### src/rtl/dnc_pkg.sv
package dnc_pkg;

  localparam int NIB_W = 4;

  typedef logic [NIB_W-1:0] nib_t;

  typedef enum logic [1:0] {
    PH_IDLE = 2'd0,
    PH_CONV = 2'd1,
    PH_EMIT = 2'd2
  } phase_e;

  // keyed modulo-16 map: carry out of the nibble is dropped
  function automatic nib_t nib_encrypt(input nib_t value, input nib_t key);
    nib_encrypt = value + key;
  endfunction

  // one decimal column correction of the shift-add-3 conversion
  function automatic nib_t bcd_adjust(input nib_t digit);
    bcd_adjust = (digit > 4'd4) ? digit + 4'd3 : digit;
  endfunction

endpackage

### src/rtl/dnc_bcd_conv.sv
module dnc_bcd_conv
  import dnc_pkg::*;
#(
  parameter int BIN_W  = 16,
  parameter int DIGITS = 5,
  localparam int BCD_W = DIGITS * NIB_W,
  localparam int CNT_W = $clog2(BIN_W)
) (
  input  logic             clk,
  input  logic             rst_n,
  input  logic             start,
  input  logic [BIN_W-1:0] bin_in,
  output logic             done,
  output logic [BCD_W-1:0] bcd_out
);

  logic [BIN_W-1:0] shreg_q;
  logic [BCD_W-1:0] bcd_q;
  logic [BCD_W-1:0] adj;
  logic [CNT_W-1:0] cnt_q;
  logic             busy_q;
  logic             done_q;

  for (genvar g = 0; g < DIGITS; g++) begin : g_col
    assign adj[g*NIB_W +: NIB_W] = bcd_adjust(bcd_q[g*NIB_W +: NIB_W]);
  end

  always_ff @(posedge clk or negedge rst_n) begin
    if (!rst_n) begin
      shreg_q <= '0;
      bcd_q   <= '0;
      cnt_q   <= '0;
      busy_q  <= 1'b0;
      done_q  <= 1'b0;
    end else begin
      done_q <= 1'b0;
      if (start) begin
        shreg_q <= bin_in;
        bcd_q   <= '0;
        cnt_q   <= '0;
        busy_q  <= 1'b1;
      end else if (busy_q) begin
        bcd_q   <= {adj[BCD_W-2:0], shreg_q[BIN_W-1]};
        shreg_q <= {shreg_q[BIN_W-2:0], 1'b0};
        cnt_q   <= cnt_q + 1'b1;
        if (cnt_q == CNT_W'(BIN_W - 1)) begin
          busy_q <= 1'b0;
          done_q <= 1'b1;
        end
      end
    end
  end

  assign done    = done_q;
  assign bcd_out = bcd_q;

endmodule

### src/rtl/dnc_slot_bank.sv
module dnc_slot_bank
  import dnc_pkg::*;
#(
  parameter int DIGITS = 5,
  localparam int SLOTS = DIGITS + 1,
  localparam int BCD_W = DIGITS * NIB_W,
  localparam int IDX_W = $clog2(SLOTS)
) (
  input  logic                   clk,
  input  logic                   rst_n,
  input  logic                   key_load,
  input  logic [SLOTS*NIB_W-1:0] key_in,
  input  nib_t                   sign_in,
  input  logic                   digit_load,
  input  logic [BCD_W-1:0]       bcd_in,
  input  logic [IDX_W-1:0]       sel,
  output nib_t                   sel_value,
  output nib_t                   sel_key
);

  nib_t val_q [0:SLOTS-1];
  nib_t key_q [0:SLOTS-1];

  for (genvar s = 0; s < SLOTS; s++) begin : g_key
    always_ff @(posedge clk or negedge rst_n) begin
      if (!rst_n) key_q[s] <= '0;
      else if (key_load) key_q[s] <= key_in[s*NIB_W +: NIB_W];
    end
  end

  always_ff @(posedge clk or negedge rst_n) begin
    if (!rst_n) val_q[0] <= '0;
    else if (key_load) val_q[0] <= sign_in;
  end

  // slot 1 holds the most significant digit, slot DIGITS the units digit
  for (genvar g = 1; g <= DIGITS; g++) begin : g_dig
    always_ff @(posedge clk or negedge rst_n) begin
      if (!rst_n) val_q[g] <= '0;
      else if (digit_load) val_q[g] <= bcd_in[(DIGITS-g)*NIB_W +: NIB_W];
    end
  end

  assign sel_value = val_q[sel];
  assign sel_key   = key_q[sel];

endmodule

### src/rtl/dnc_nib_seq.sv
module dnc_nib_seq
  import dnc_pkg::*;
#(
  parameter int SLOTS = 6,
  localparam int IDX_W = $clog2(SLOTS)
) (
  input  logic             clk,
  input  logic             rst_n,
  input  logic             smp_valid,
  output logic             smp_ready,
  output logic             smp_fire,
  input  logic             conv_done,
  output logic             nib_valid,
  input  logic             nib_ready,
  output logic             nib_fire,
  output logic             last_fire,
  output logic [IDX_W-1:0] idx
);

  phase_e           phase_q;
  logic [IDX_W-1:0] idx_q;

  assign smp_ready = (phase_q == PH_IDLE);
  assign smp_fire  = smp_valid && smp_ready;
  assign nib_valid = (phase_q == PH_EMIT);
  assign nib_fire  = nib_valid && nib_ready;
  assign last_fire = nib_fire && (idx_q == IDX_W'(SLOTS - 1));
  assign idx       = idx_q;

  always_ff @(posedge clk or negedge rst_n) begin
    if (!rst_n) begin
      phase_q <= PH_IDLE;
      idx_q   <= '0;
    end else begin
      unique case (phase_q)
        PH_IDLE: if (smp_fire) phase_q <= PH_CONV;
        PH_CONV: if (conv_done) begin
          phase_q <= PH_EMIT;
          idx_q   <= '0;
        end
        PH_EMIT: if (nib_fire) begin
          if (last_fire) phase_q <= PH_IDLE;
          else idx_q <= idx_q + 1'b1;
        end
        default: phase_q <= PH_IDLE;
      endcase
    end
  end

endmodule

### src/rtl/dec_nibble_cipher.sv
module dec_nibble_cipher
  import dnc_pkg::*;
#(
  parameter int SAMPLE_W = 16,
  parameter int DIGITS   = 5,
  localparam int SLOTS   = DIGITS + 1,
  localparam int KEY_W   = SLOTS * NIB_W,
  localparam int BCD_W   = DIGITS * NIB_W,
  localparam int IDX_W   = $clog2(SLOTS)
) (
  input  logic                clk,
  input  logic                rst_n,
  input  logic                smp_valid,
  output logic                smp_ready,
  input  logic [SAMPLE_W-1:0] smp_data,
  input  logic [KEY_W-1:0]    key_bus,
  output logic                nib_valid,
  input  logic                nib_ready,
  output logic [NIB_W-1:0]    nib_data
);

  logic                smp_fire;
  logic                nib_fire;
  logic                last_fire;
  logic                conv_done;
  logic [BCD_W-1:0]    bcd_word;
  logic [IDX_W-1:0]    idx;
  logic [SAMPLE_W-1:0] magnitude;
  nib_t                sign_nib;
  nib_t                sel_value;
  nib_t                sel_key;

  // unsigned magnitude: the most negative code maps to 2^(SAMPLE_W-1)
  assign magnitude = smp_data[SAMPLE_W-1] ? SAMPLE_W'(~smp_data + SAMPLE_W'(1)) : smp_data;
  assign sign_nib  = {{(NIB_W-1){1'b0}}, smp_data[SAMPLE_W-1]};

  dnc_nib_seq #(.SLOTS(SLOTS)) u_seq (
    .clk       (clk),
    .rst_n     (rst_n),
    .smp_valid (smp_valid),
    .smp_ready (smp_ready),
    .smp_fire  (smp_fire),
    .conv_done (conv_done),
    .nib_valid (nib_valid),
    .nib_ready (nib_ready),
    .nib_fire  (nib_fire),
    .last_fire (last_fire),
    .idx       (idx)
  );

  dnc_bcd_conv #(.BIN_W(SAMPLE_W), .DIGITS(DIGITS)) u_bcd (
    .clk     (clk),
    .rst_n   (rst_n),
    .start   (smp_fire),
    .bin_in  (magnitude),
    .done    (conv_done),
    .bcd_out (bcd_word)
  );

  dnc_slot_bank #(.DIGITS(DIGITS)) u_bank (
    .clk        (clk),
    .rst_n      (rst_n),
    .key_load   (smp_fire),
    .key_in     (key_bus),
    .sign_in    (sign_nib),
    .digit_load (conv_done),
    .bcd_in     (bcd_word),
    .sel        (idx),
    .sel_value  (sel_value),
    .sel_key    (sel_key)
  );

  assign nib_data = nib_encrypt(sel_value, sel_key);

endmodule

### config.mk
export PLATFORM = sky130hd
export DESIGN_NAME = dec_nibble_cipher
export DESIGN_NICKNAME = d
export VERILOG_FILES = /design/src/rtl/dnc_pkg.sv /design/src/rtl/dnc_bcd_conv.sv /design/src/rtl/dnc_slot_bank.sv /design/src/rtl/dnc_nib_seq.sv /design/src/rtl/dec_nibble_cipher.sv
export SDC_FILE = /design/constraint.sdc
export NUM_CORES = 1
export LEC_CHECK = 0
export BUFFER_PORTS_ARGS = -buffer_cell sky130_fd_sc_hd__buf_2
export CAP_MARGIN = 20
export CORE_AREA = 5 5 102 104
export CTS_BUF_LIST = sky130_fd_sc_hd__clkbuf_4
export DETAILED_ROUTE_END_ITERATION = 6
export DIE_AREA = 0 0 107 109
export PLACE_DENSITY = 0.78
export SLEW_MARGIN = 5
export SYNTH_ARGS = -nofsm -noshare
export SYNTH_HDL_FRONTEND = slang
export SYNTH_HIERARCHICAL = 1
export SYNTH_SLANG_ARGS = --single-unit
export TNS_END_PERCENT = 1
### constraint.sdc
create_clock -name clk -period 2.45 [get_ports clk]
set_input_delay 0.49 -clock clk [delete_from_list [all_inputs] [get_ports clk]]
set_output_delay 0.49 -clock clk [all_outputs]
set_load 0.05 [all_outputs]
Yosys cells after proc, flatten, opt, wreduce, memory -nomap -nowiden
Index checks and enable logic that the tools add are counted.
W data, S select, Z words.
{ "op_classes": {"n_addsub": 9, "magnitude_cmp": 6, "eq_ne": 9, "muxes": 33, "bitwise_logic": 2, "reduce_logical": 8} }
{ "ops": {"columns": ["cell", "count"], "rows": [
  ["$mux W16", 3],
  ["$mux W20", 2],
  ["$mux W4", 10],
  ["$bmux W4 S3", 2],
  ["$gt A4 B3 Y1 const B", 5],
  ["$add A16 B1 Y16 const B", 1],
  ["$add A4 B2 Y4 const B", 4],
  ["$not A16 Y16", 1],
  ["$mux W3", 4],
  ["$mux W2", 4],
  ["$ne A2 B2 Y1 const B", 4],
  ["$reduce_and A4 Y1", 2],
  ["$mux W1", 6],
  ["$pmux W2 S3", 1],
  ["$pmux W3 S2", 1],
  ["$add A4 B1 Y4 const B", 1],
  ["$add A4 B4 Y4", 1],
  ["$eq A4 B4 Y1 const B", 1],
  ["$ge A4 B4 Y1 const B", 1],
  ["$not A3 Y4", 1],
  ["$reduce_bool A2 Y1", 2],
  ["$add A3 B1 Y3 const B", 1],
  ["$add A3 B2 Y3 const B", 1],
  ["$eq A3 B3 Y1 const B", 1],
  ["other kinds (5)", 7]
]} }
{ "word_totals": {"ff_bits": 92, "in_bits": 44, "output_inout_bits": 6, "word_cells": 86} }

Logic depth before layout (Yosys ltp)
Gate-level depths: netlist of run 1.
{ "logic_depth": {"ltp_word": 6, "ltp_mapped": 9, "depth_no_buf": 7} }

By module
The synthesis of run 1 kept the hierarchy.
{ "modules_own_cells": {"columns": ["mod", "n_inst", "cells_per_inst", "area_each_um2", "seq_area_each_um2"], "rows": [
  ["dnc_slot_bank", 1, 149, 2202.1, 1201.2],
  ["dnc_bcd_conv", 1, 229, 2190.9, 1051.0],
  ["dec_nibble_cipher", 1, 53, 461.7, 0.0],
  ["dnc_nib_seq", 1, 30, 297.8, 125.1]
]} }

Worst setup path after synthesis of run 1
Ideal clock, no wire load.
{ "synth_timing": {"path_type": "register to output", "startpoint": "register u_seq.idx_q[1] (netlist: u_seq/idx[1])", "endpoint": "output port nib_data[3]", "arrival_ns": 2.424, "t_required_ns": 1.960, "slack_ns": -0.464, "stages_incl_launch_ff": 10, "path_buffers": 2, "cell_sequence": "dfrtp_1 -> buf_6 -> buf_12 -> mux2i_1 -> o32a_1 -> o21ai_0 -> ha_1 -> a21o_1 -> a21oi_1 -> xnor2_1"} }
{ "synth_via": {"elab_chain_cells": 5, "word_cells_on_any_way": 8, "classes_between": "add/sub: 1; mux: 6; bitwise: 1"} }
{ "synth_lines": {"columns": ["element", "line", "source"], "rows": [
  ["start: declaration", "dnc_nib_seq.sv:21", "logic [IDX_W-1:0] idx_q;"],
  ["start signal: assignment", "dnc_nib_seq.sv:43", "else idx_q <= idx_q + 1'b1;"],
  ["$not A3 Y4 (implied by the code)", "dnc_slot_bank.sv:44", "assign sel_value = val_q[sel];"],
  ["$bmux W4 S3", "dnc_slot_bank.sv:44", null],
  ["$mux W4 (implied by the code) (2 in a row)", "dnc_slot_bank.sv:44", null],
  ["net sel_value[1]", "dec_nibble_cipher.sv:30", "nib_t sel_value;"],
  ["$add A4 B4 Y4", "dnc_pkg.sv:15", "nib_encrypt = value + key;"],
  ["end: declaration", "dec_nibble_cipher.sv:19", "output logic [NIB_W-1:0] nib_data"]
]} }
The timed path passes the listed nets, and every way through them passes these cells. The select of a mux whose other input is x is not followed.

Worst setup path in the final report of run 1
Ends and elaborated chain as after synthesis.

==> results of run 1 <==
==> worst reg2reg max path, stage by stage (launching register included) <==
cell and delay, ns:
dfrtp_1 0.48, nor2_1 0.14, and2_4 0.66, buf_4 0.43, nand2b_1 0.15, o21ai_0 0.07
==> flip-flops by register name, summed over array words and instances, names as in the netlist <==
signal	flops
u_seq/phase_q	2
u_bank/key_q	24
u_seq/idx	3
u_bcd/bcd_out	20
u_bcd/shreg_q	16
u_bcd/busy_q	1
u_bank/val_q	24
u_bcd/cnt_q	4
u_bcd/done	1
==> layout by cell type, fill, tap and decap left out, drive strengths merged, types with 5 or more instances in the layout <==
cell    count
nand2      32
o41ai       6
ha         12
or3         9
inv        20
clkbuf     10
nand3       9
a21oi       6
nand3b      6
a311oi      7
mux2       48
o21ai      38
xnor2      15
o32a        8
nor3        7
nand2b      7
buf        76
o211ai      5
dfrtp      95
mux2i      44
a21o        5
nor2       18
==> per-stage QoR <==
stage / cells / utilization
global placement: 620 / 0.595
CTS: 639 / 0.619
global route: 639 / 0.621
detailed placement: 620 / 0.595
floorplan: 462 / -
finish: 639 / 0.621
==> metal layers <==
| layer | GRT usage | routed length (um) | up-vias |
|---|---|---|---|
| li1 | - | - | 1784 |
| met4 | 0.0749 | 176 | 0 |
| met5 | 0 | 0 | - |
| met3 | 0.0272 | 370 | 16 |
| met2 | 0.305 | 4920 | 81 |
| met1 | 0.225 | 4330 | 1793 |
==> path summary, 6_finish.rpt <==
check                                  from                to  cells past startpoint
min in group clk                 key_bus[3]  u_bank/key_q[23]                      2
min reg2reg                u_bank/val_q[16]  u_bank/val_q[16]                      1
max in group asynchronous             rst_n   u_bank/key_q[5]                      2
max reg2reg                u_seq/phase_q[1]  u_bcd/shreg_q[0]                      5
max                            u_seq/idx[1]       nib_data[3]                      9
min                                   rst_n   u_bank/key_q[7]                      1
==> area by class of cell <==
cell class	instances	area [sq um]	share of cell area
Clock buffer	10	75.1	0.0128
Inverter	20	75.1	0.0128
Timing Repair Buffer	76	515	0.0878
Clock inverter	6	85.1	0.0145
Tap cell	114	143	0.0243
Multi-Input combinational cell	318	2600	0.443
Sequential cell	95	2380	0.405
==> power breakdown <==
part	internal (mW)	switching, mW
Sequential	2.30	0.605
Clock	0.423	0.513
Combinational	2.67	2.75
==> repair_timing <==
item	4_1_cts	5_1_grt
buffers inserted	3	0
gates resized for setup	14	2
pin swaps	5	3
setup endpoints to repair	4	4
hold buffers	0	0
==> key figures, run 1 <==
Outcome
  • Outcome: complete, but fails checks
  • Failing checks: setup timing

Routing
  • Drt pass-1 iters: 4
  • Final wirelength: 9800 um
  • DRT antenna net count: 0
  • Routed length per instance: 15.3 um
  • Drt drc: 0
  • Vias/cell: 5.75
  • First-iteration detailed-routing DRC count: 143
  • Vias: 3674

Setup path
  • CP Max Fanout: 5
  • Crit path top cell by count: buf_6
  • Worst-path cell chain: buf_6, mux2i_1, o32a_1, o21ai_2, ha_1, a21o_1, a21oi_4, xnor2_4, buf_6
  • Critical path buffers and inverters: 2
  • CP peak stage delay: 0.44 ns
  • CP arrival: 2.45 ns
  • Crit end category: output port
  • Startpoint Class: flip-flop
  • Worst Path Required: 1.96 ns
  • CP max stage cell: dfrtp_1
  • R2R Setup Slk: 0.42 ns
  • CP Class: reg -> out
  • Top delay family on crit path: compound AO/OA/AOI/OAI gates

Global routing
  • First-pass GRT wire length: 16800 um
  • Antenna violations before repair: 0
  • Vias in the first global route: 3695
  • Gr ovfl total: 0
  • Largest net degree at the start of global routing: 69
  • All-Layer GR Usage: 0.178

STA
  • Slew margin rel.: 0.424
  • PnR worst setup slack: -0.494 ns
  • Max frequency: 0.340 GHz
  • Final Hold Fails: 0
  • Post-route clock period utilization: 1.20
  • Final TNS setup: -1.53 ns
  • Setup Skew: 0.0187 ns
  • Unrepaired setup endpoints after global routing: true
  • Crit path time final: 2.94 ns
  • Max Slew Vio Count: 0
  • Worst Max-Slew Pin Slew: 0.864 ns
  • Final hold slack: 0.00484 ns
  • Final Setup Violations: 4

Pwr
  • Pleak: 2.59 nW
  • Final Total Pwr: 9.25 mW
  • VDD IR-drop max: 0.00152 V
  • Power per cell area: 1580 nW/um^2

CTS
  • Worst-path clk slew: 0.15 ns
  • Root buf cell: clkbuf_4
  • CTS tree: done
  • Clk Latency, worst-skew pair: 0.44 ns
  • Clock Sinks: 95
  • CTS max path bufs: 2
  • Num CTS Buffers: 9
  • H-tree levels: 3

Cells and area
  • Number of antenna diodes: 0
  • Final Cell Area: 5870 sq um
  • Share of cells above drive strength 1: 0.314
  • Nets: 577
  • Fillers: 768
  • Synthesis-to-finish area growth: 14.1%

Min path
  • Hold crit path type: in -> async

Logic synthesis
  • Synthesized area: 5150 sq um
  • Mapped Avg Cell Area: 11.2 sq um
  • Syn. warnings: 6
  • Cell count after synthesis: 460

Floorplanning
  • Top Ports: 50
  • Starting density of the core: 0.544
  • Die Span X: 107 um
  • Cell Rows: 36
  • Core footprint: 9460 sq um
  • Die footprint: 11700 sq um
  • Die height: 109 um

Placement
  • Post-DP HPWL: 7040 um
  • I/O Buffers: 49
  • Final estimated routing congestion in global placement: 0.842
  • Post-place setup slack: -0.156 ns
  • Placed inst area: 5630 sq um

Job
  • Max-cap violations: 0
Power figures use the tool's default switching activity.
==> run 2, diff against run 1 <==
--- a/config.mk
+++ b/config.mk
@@ -7,10 +7,10 @@
 export LEC_CHECK = 0
 export BUFFER_PORTS_ARGS = -buffer_cell sky130_fd_sc_hd__buf_2
 export CAP_MARGIN = 20
-export CORE_AREA = 5 5 102 104
+export CORE_AREA = 5 5 117 92
 export CTS_BUF_LIST = sky130_fd_sc_hd__clkbuf_4
 export DETAILED_ROUTE_END_ITERATION = 6
-export DIE_AREA = 0 0 107 109
+export DIE_AREA = 0 0 122 97
 export PLACE_DENSITY = 0.78
 export SLEW_MARGIN = 5
 export SYNTH_ARGS = -nofsm -noshare
==> key figures, run 2 (same netlist as run 1, synthesis figures left out) <==
Floorplanning
  • Cell Rows: 31 (-14%)
  • Core footprint: 9430 sq um (-0.36%)
  • Starting density of the core: 0.546 (+0.00195)
  • Die height: 97 um (-11%)
  • Die footprint: 11800 sq um (+1.5%)
  • Die Span X: 122 um (+14%)
  • Top Ports: 50 (unchanged)

Cells and area
  • Synthesis-to-finish area growth: 13.0%
  • Share of cells above drive strength 1: 0.309 (-0.00526)
  • Post-Route Utilization: 0.617 (-0.00362)
  • Nets: 573 (-0.69%)
  • Fin cells: 654 (+2.3%)
  • Commonest non-fill, non-tap cell in the layout: dfrtp_1
  • Commonest cells after routing, fill and taps aside: dfrtp_1 (93), mux2_2 (48), buf_2 (44), mux2i_1 (41), nand2_1 (31)

Setup path
  • Setup crit start: u_seq/idx[1]
  • RR Startpoint: u_seq/phase_q[1]
  • CP max stage cell: dfrtp_1
  • Worst Path Required: 1.96 ns (about the same)
  • Crit end category: output port
  • CP Max Fanout: 6 (+1)
  • CP arrival: 2.48 ns (+0.03 ns)
  • Startpoint Class: flip-flop
  • CP Class: reg -> out
  • Critical path buffers and inverters: 2 (unchanged)
  • Worst-path cell chain: buf_4, mux2i_1, o32a_1, o21ai_2, ha_1, a21o_1, a21oi_4, xnor2_4, buf_6
  • CP peak stage delay: 0.44 ns (about the same)
  • Top delay family on crit path: compound AO/OA/AOI/OAI gates

Outcome
  • Outcome: complete, but fails checks
  • Failing checks: setup timing

Routing
  • DRT antenna net count: 0 (unchanged)
  • Final wirelength: 10800 um (+10%)
  • Drt pass-1 iters: 4 (unchanged)
  • Vias: 3712 (+1.0%)
  • Drt drc: 0 (unchanged)
  • First-iteration detailed-routing DRC count: 231 (+62%)
  • Routed length per instance: 16.5 um (+7.9%)
  • Vias/cell: 5.68 (-1.3%)

STA
  • Max frequency: 0.337 GHz (-0.73%)
  • PnR worst setup slack: -0.516 ns (-0.0215 ns)
  • Post-route clock period utilization: 1.21 (+0.00878)
  • Setup Skew: 0.0245 ns (+0.00579 ns)
  • Final Hold Fails: 0 (unchanged)
  • Worst Max-Slew Pin Slew: 0.772 ns (-0.0918 ns)
  • Max Slew Vio Count: 0 (unchanged)
  • Crit path time final: 2.97 ns (+0.0215 ns)
  • Unrepaired setup endpoints after global routing: true
  • Final Setup Violations: 3 (-1)
  • Slew margin rel.: 0.485 (+0.0612)

Global routing
  • Vias in the first global route: 3828 (+3.6%)
  • Antenna violations before repair: 2 (+2)
  • All-Layer GR Usage: 0.192 (+0.0142)
  • Largest net degree at the start of global routing: 66 (-4.3%)
  • First-pass GRT wire length: 18700 um (+11%)
  • Gr ovfl total: 0 (unchanged)

Placement
  • Inst Count DP: 635 (+2.4%)
  • I/O Buffers: 49 (unchanged)
  • Post-DP HPWL: 7700 um (+9.4%)
  • Final estimated routing congestion in global placement: 0.832 (-1.2%)

CTS
  • CTS tree: done
  • CTS max path bufs: 2 (unchanged)
  • Root buf cell: clkbuf_4
  • Worst-path clk slew: 0.15 ns (about the same)
  • Num CTS Buffers: 9 (unchanged)
  • Clk Latency, worst-skew pair: 0.43 ns (about the same)
  • Clock Sinks: 95 (unchanged)
  • H-tree levels: 3 (unchanged)

Job
  • Max-cap violations: 0 (unchanged)

Pwr
  • VDD IR-drop max: 0.000940 V (-38%)
  • Pleak: 2.55 nW (-1.7%)
  • Power per cell area: 1530 nW/um^2 (-2.8%)

Min path
  • Min-delay src: key_bus[19]
  • Hold crit path type: in -> reg
-- run 2: cell count changes in the layout (fill, tap and decap cells not counted), sizes merged --
cell and change:
clkinvlp +1, dlygate4sd3 +1, bufinv -2, diode +1
buf -5, clkinv +1
-- run 2: what timing repair did --
action,CTS,global route
gates resized for setup,12,2
setup buffers,1,0
pin swaps,3,2
endpoints found under the hold margin,14,0
hold buffers,1,0
endpoints found under the setup margin,4,4
-- run 2: stage by stage --
stage / setup WS [ns] / hold slack (ns) / power (mW) / area, sq um / setup TNS (ns)
global route: -0.632 / 0.234 / 9.55 / 5820 / -1.87
global placement: -0.0698 / 0.486 / 7.64 / 5640 / -0.130
CTS: -0.548 / 0.249 / 8.94 / 5810 / -1.54
detailed placement: -0.141 / 0.494 / 7.86 / 5640 / -0.279
floorplan: -0.0348 / 0.194 / 6.73 / 5220 / -0.0947
finish: -0.516 / 0.279 / 8.91 / 5820 / -1.43
-- run 2: final timing paths --
| kind | end | slack (ns) | depth (start not counted) |
|---|---|---|---|
| min in group asynchronous | u_bcd/bcd_out[8] | 0.56 | 2 |
| min reg2reg | u_bank/key_q[21] | 0.53 | 1 |
| min | u_bank/key_q[7] | 0.28 | 2 |
| max | nib_data[3] | -0.52 | 9 |
| max in group asynchronous | u_bank/val_q[20] | 1.21 | 3 |
| max reg2reg | u_bcd/bcd_out[5] | 0.52 | 4 |
-- run 2: layout make-up --
cell class	instances	area, sq um
timing repair buffer	72	489
sequential	95	2380
inverter	20	75.1
tap	132	165
clock inverter	6	37.5
clock buffer	10	75.1
multi-input combinational	318	2590
antenna	1	2.50
fill	744	3610
-- run 2: metal layers --
metal  global-route usage  up-vias  share of wire
met5                    0        -         0.0015
met4               0.0603        2          0.012
met3               0.0408       12          0.046
met2                0.302       86           0.48
met1                0.266     1830           0.46
li1                     -     1782              -
-- run 2: power by group --
group / switching, mW / total (mW) / internal (mW)
Sequential: 0.623 / 2.92 / 2.30
Clock: 0.507 / 0.723 / 0.216
Combinational: 2.77 / 5.27 / 2.50
Total: 3.90 / 8.91 / 5.01
==> run 3, diff against run 2 <==
--- a/config.mk
+++ b/config.mk
@@ -7,11 +7,13 @@
 export LEC_CHECK = 0
 export BUFFER_PORTS_ARGS = -buffer_cell sky130_fd_sc_hd__buf_2
 export CAP_MARGIN = 20
-export CORE_AREA = 5 5 117 92
+export CORE_AREA = 5 5 109 86
 export CTS_BUF_LIST = sky130_fd_sc_hd__clkbuf_4
 export DETAILED_ROUTE_END_ITERATION = 6
-export DIE_AREA = 0 0 122 97
-export PLACE_DENSITY = 0.78
+export DIE_AREA = 0 0 114 91
+export PLACE_DENSITY = 0.85
+export SETUP_SLACK_MARGIN = 0.15
+export SKIP_LAST_GASP = 1
 export SLEW_MARGIN = 5
 export SYNTH_ARGS = -nofsm -noshare
 export SYNTH_HDL_FRONTEND = slang
==> constraint.sdc (replaced) <==
create_clock -name clk -period 3.7 [get_ports clk]
set_input_delay 0.74 -clock clk [delete_from_list [all_inputs] [get_ports clk]]
set_output_delay 0.74 -clock clk [all_outputs]
set_load 0.05 [all_outputs]
==> key figures, run 3 (same netlist as run 1, synthesis figures left out) <==
CTS
  • CTS tree: done
  • CTS max path bufs: 2 (unchanged)
  • Num CTS Buffers: 9 (unchanged)
  • H-tree levels: 3 (unchanged)
  • Worst-path clk slew: 0.17 ns (+0.02 ns)
  • Post-CTS Hold Buffers: 0 (-1)
  • Clock Sinks: 95 (unchanged)
  • Root buf cell: clkbuf_4
  • Clk Latency, worst-skew pair: 0.45 ns (+0.02 ns)

Cells and area
  • Nets: 563 (-1.7%)
  • Commonest cells after routing, fill and taps aside: dfrtp_1 (91), mux2_2 (48), buf_2 (47), mux2i_1 (44), nand2_1 (31)
  • Commonest non-fill, non-tap cell in the layout: dfrtp_1
  • Number of antenna diodes: 0 (-1)
  • Synthesis-to-finish area growth: 8.80%
  • Fin cells: 619 (-5.4%)
  • Share of cells above drive strength 1: 0.292 (-0.0174)
  • Final Cell Area: 5600 sq um (-3.7%)
  • Post-Route Utilization: 0.686 (+0.0687)

Floorplanning
  • Starting density of the core: 0.631 (+0.0844)
  • Die Span X: 114 um (-6.6%)
  • Die height: 91 um (-6.2%)
  • Core footprint: 8160 sq um (-13%)
  • Top Ports: 50 (unchanged)
  • Cell Rows: 29 (-6.5%)
  • Die footprint: 10400 sq um (-12%)

Setup path
  • Startpoint Class: flip-flop
  • Worst Path Required: 2.96 ns (+1.00 ns)
  • CP Class: reg -> out
  • CP Max Fanout: 10 (+4)
  • CP arrival: 2.66 ns (+0.18 ns)
  • Crit end category: output port

Routing
  • Vias: 3645 (-1.8%)
  • Vias/cell: 5.89 (+3.7%)
  • Drt drc: 0 (unchanged)
  • First-iteration detailed-routing DRC count: 215 (-6.9%)
  • DRT antenna net count: 0 (unchanged)
  • Final wirelength: 10200 um (-5.6%)
  • Routed length per instance: 16.5 um (-0.26%)
  • Drt pass-1 iters: 4 (unchanged)

Global routing
  • Gr ovfl total: 0 (unchanged)
  • Vias in the first global route: 3594 (-6.1%)
  • Antenna violations before repair: 0 (-2)
  • Largest net degree at the start of global routing: 60 (-9.1%)
  • All-Layer GR Usage: 0.204 (+0.0118)
  • First-pass GRT wire length: 17300 um (-7.3%)

STA
  • Final hold slack: 0.322 ns (+0.0437 ns)
  • Unrepaired setup endpoints after global routing: true
  • Max frequency: 0.295 GHz
  • Crit path time final: 3.40 ns
  • Worst Max-Slew Pin Slew: 0.922 ns (+0.150 ns)
  • Max Slew Vio Count: 0 (unchanged)
  • Final Hold Fails: 0 (unchanged)
  • Setup Skew: 0.0202 ns (-0.00426 ns)
  • Final TNS setup: 0 ns (+1.43 ns)
  • Post-route clock period utilization: 0.918
  • Final Setup Violations: 0 (-3)
  • Slew margin rel.: 0.385 (-0.0998)
  • PnR worst setup slack: 0.304 ns (+0.820 ns)

Job
  • Max-cap violations: 0 (unchanged)

Placement
  • Post-place setup slack: 0.527 ns (+0.668 ns)
  • Inst Count DP: 599 (-5.7%)
  • I/O Buffers: 49 (unchanged)
  • Placed inst area: 5430 sq um (-3.9%)
  • Post-DP HPWL: 7260 um (-5.7%)
  • Final estimated routing congestion in global placement: 0.846 (+1.7%)

Pwr
  • Power per cell area: 956 nW/um^2 (-38%)
  • Final Total Pwr: 5.35 mW (-40%)
  • Pleak: 2.48 nW (-2.7%)
  • VDD IR-drop max: 0.000799 V (-15%)

Min path
  • Hold crit path type: in -> async

Outcome
  • Outcome: completed
-- run 3: cell types whose count changed in the layout (fill, tap and decap cells not counted), moves of 3 or more --
cell / delta
buf_6: -5
mux2i_1: +3
buf_2: +3
buf_12: -3
mux2i_2: -3
inv_6: +3
buf_4: -4
-- run 3: where the power goes --
| group | internal [mW] | switching [mW] |
|---|---|---|
| Clock | 0.155 | 0.380 |
| Sequential | 1.52 | 0.462 |
| Combinational | 1.23 | 1.61 |
| Total | 2.91 | 2.45 |
-- run 3: area by class of cell --
type                       instances  area, sq um
fill                             605         2560
multi-input combinational        318         2530
sequential                        95         2380
inverter                          20         75.1
tap                              108          135
clock inverter                     7         62.6
clock buffer                       9         67.6
timing repair buffer              62          348
-- run 3: routing by layer --
metal,routed length [um],global-route usage
met2,4950,0.314
met1,4780,0.295
met4,116,0.0465
met3,367,0.0478
met5,0,0
-- run 3: path summary, 6_finish.rpt --
check	from	endpoint	slack, ns	depth (start not counted)
setup / recovery	u_seq/idx[1]	nib_data[3]	0.30	9
hold / removal	rst_n	u_seq/phase_q[0]	0.32	1
setup reg to reg	u_seq/phase_q[0]	u_bank/key_q[6]	1.38	4
hold reg to reg	u_bank/val_q[21]	u_bank/val_q[21]	0.52	1
max in group asynchronous	rst_n	u_seq/idx[0]	2.59	2
min in group clk	key_bus[23]	u_bank/key_q[3]	0.50	2
-- run 3: critical path, cell delays in order, from the launching register on --
cell	delay, ns
dfrtp_2	0.48
buf_4	0.21
mux2i_1	0.15
o32a_1	0.31
o21ai_2	0.09
ha_1	0.25
a21o_1	0.17
a21oi_1	0.18
xnor2_1	0.14
buf_4	0.22
-- run 3: timing repair --
| action | CTS | global route |
|---|---|---|
| setup buffers | 0 | 4 |
| endpoints found under the setup margin | 3 | 3 |
| resized for setup | 3 | 7 |
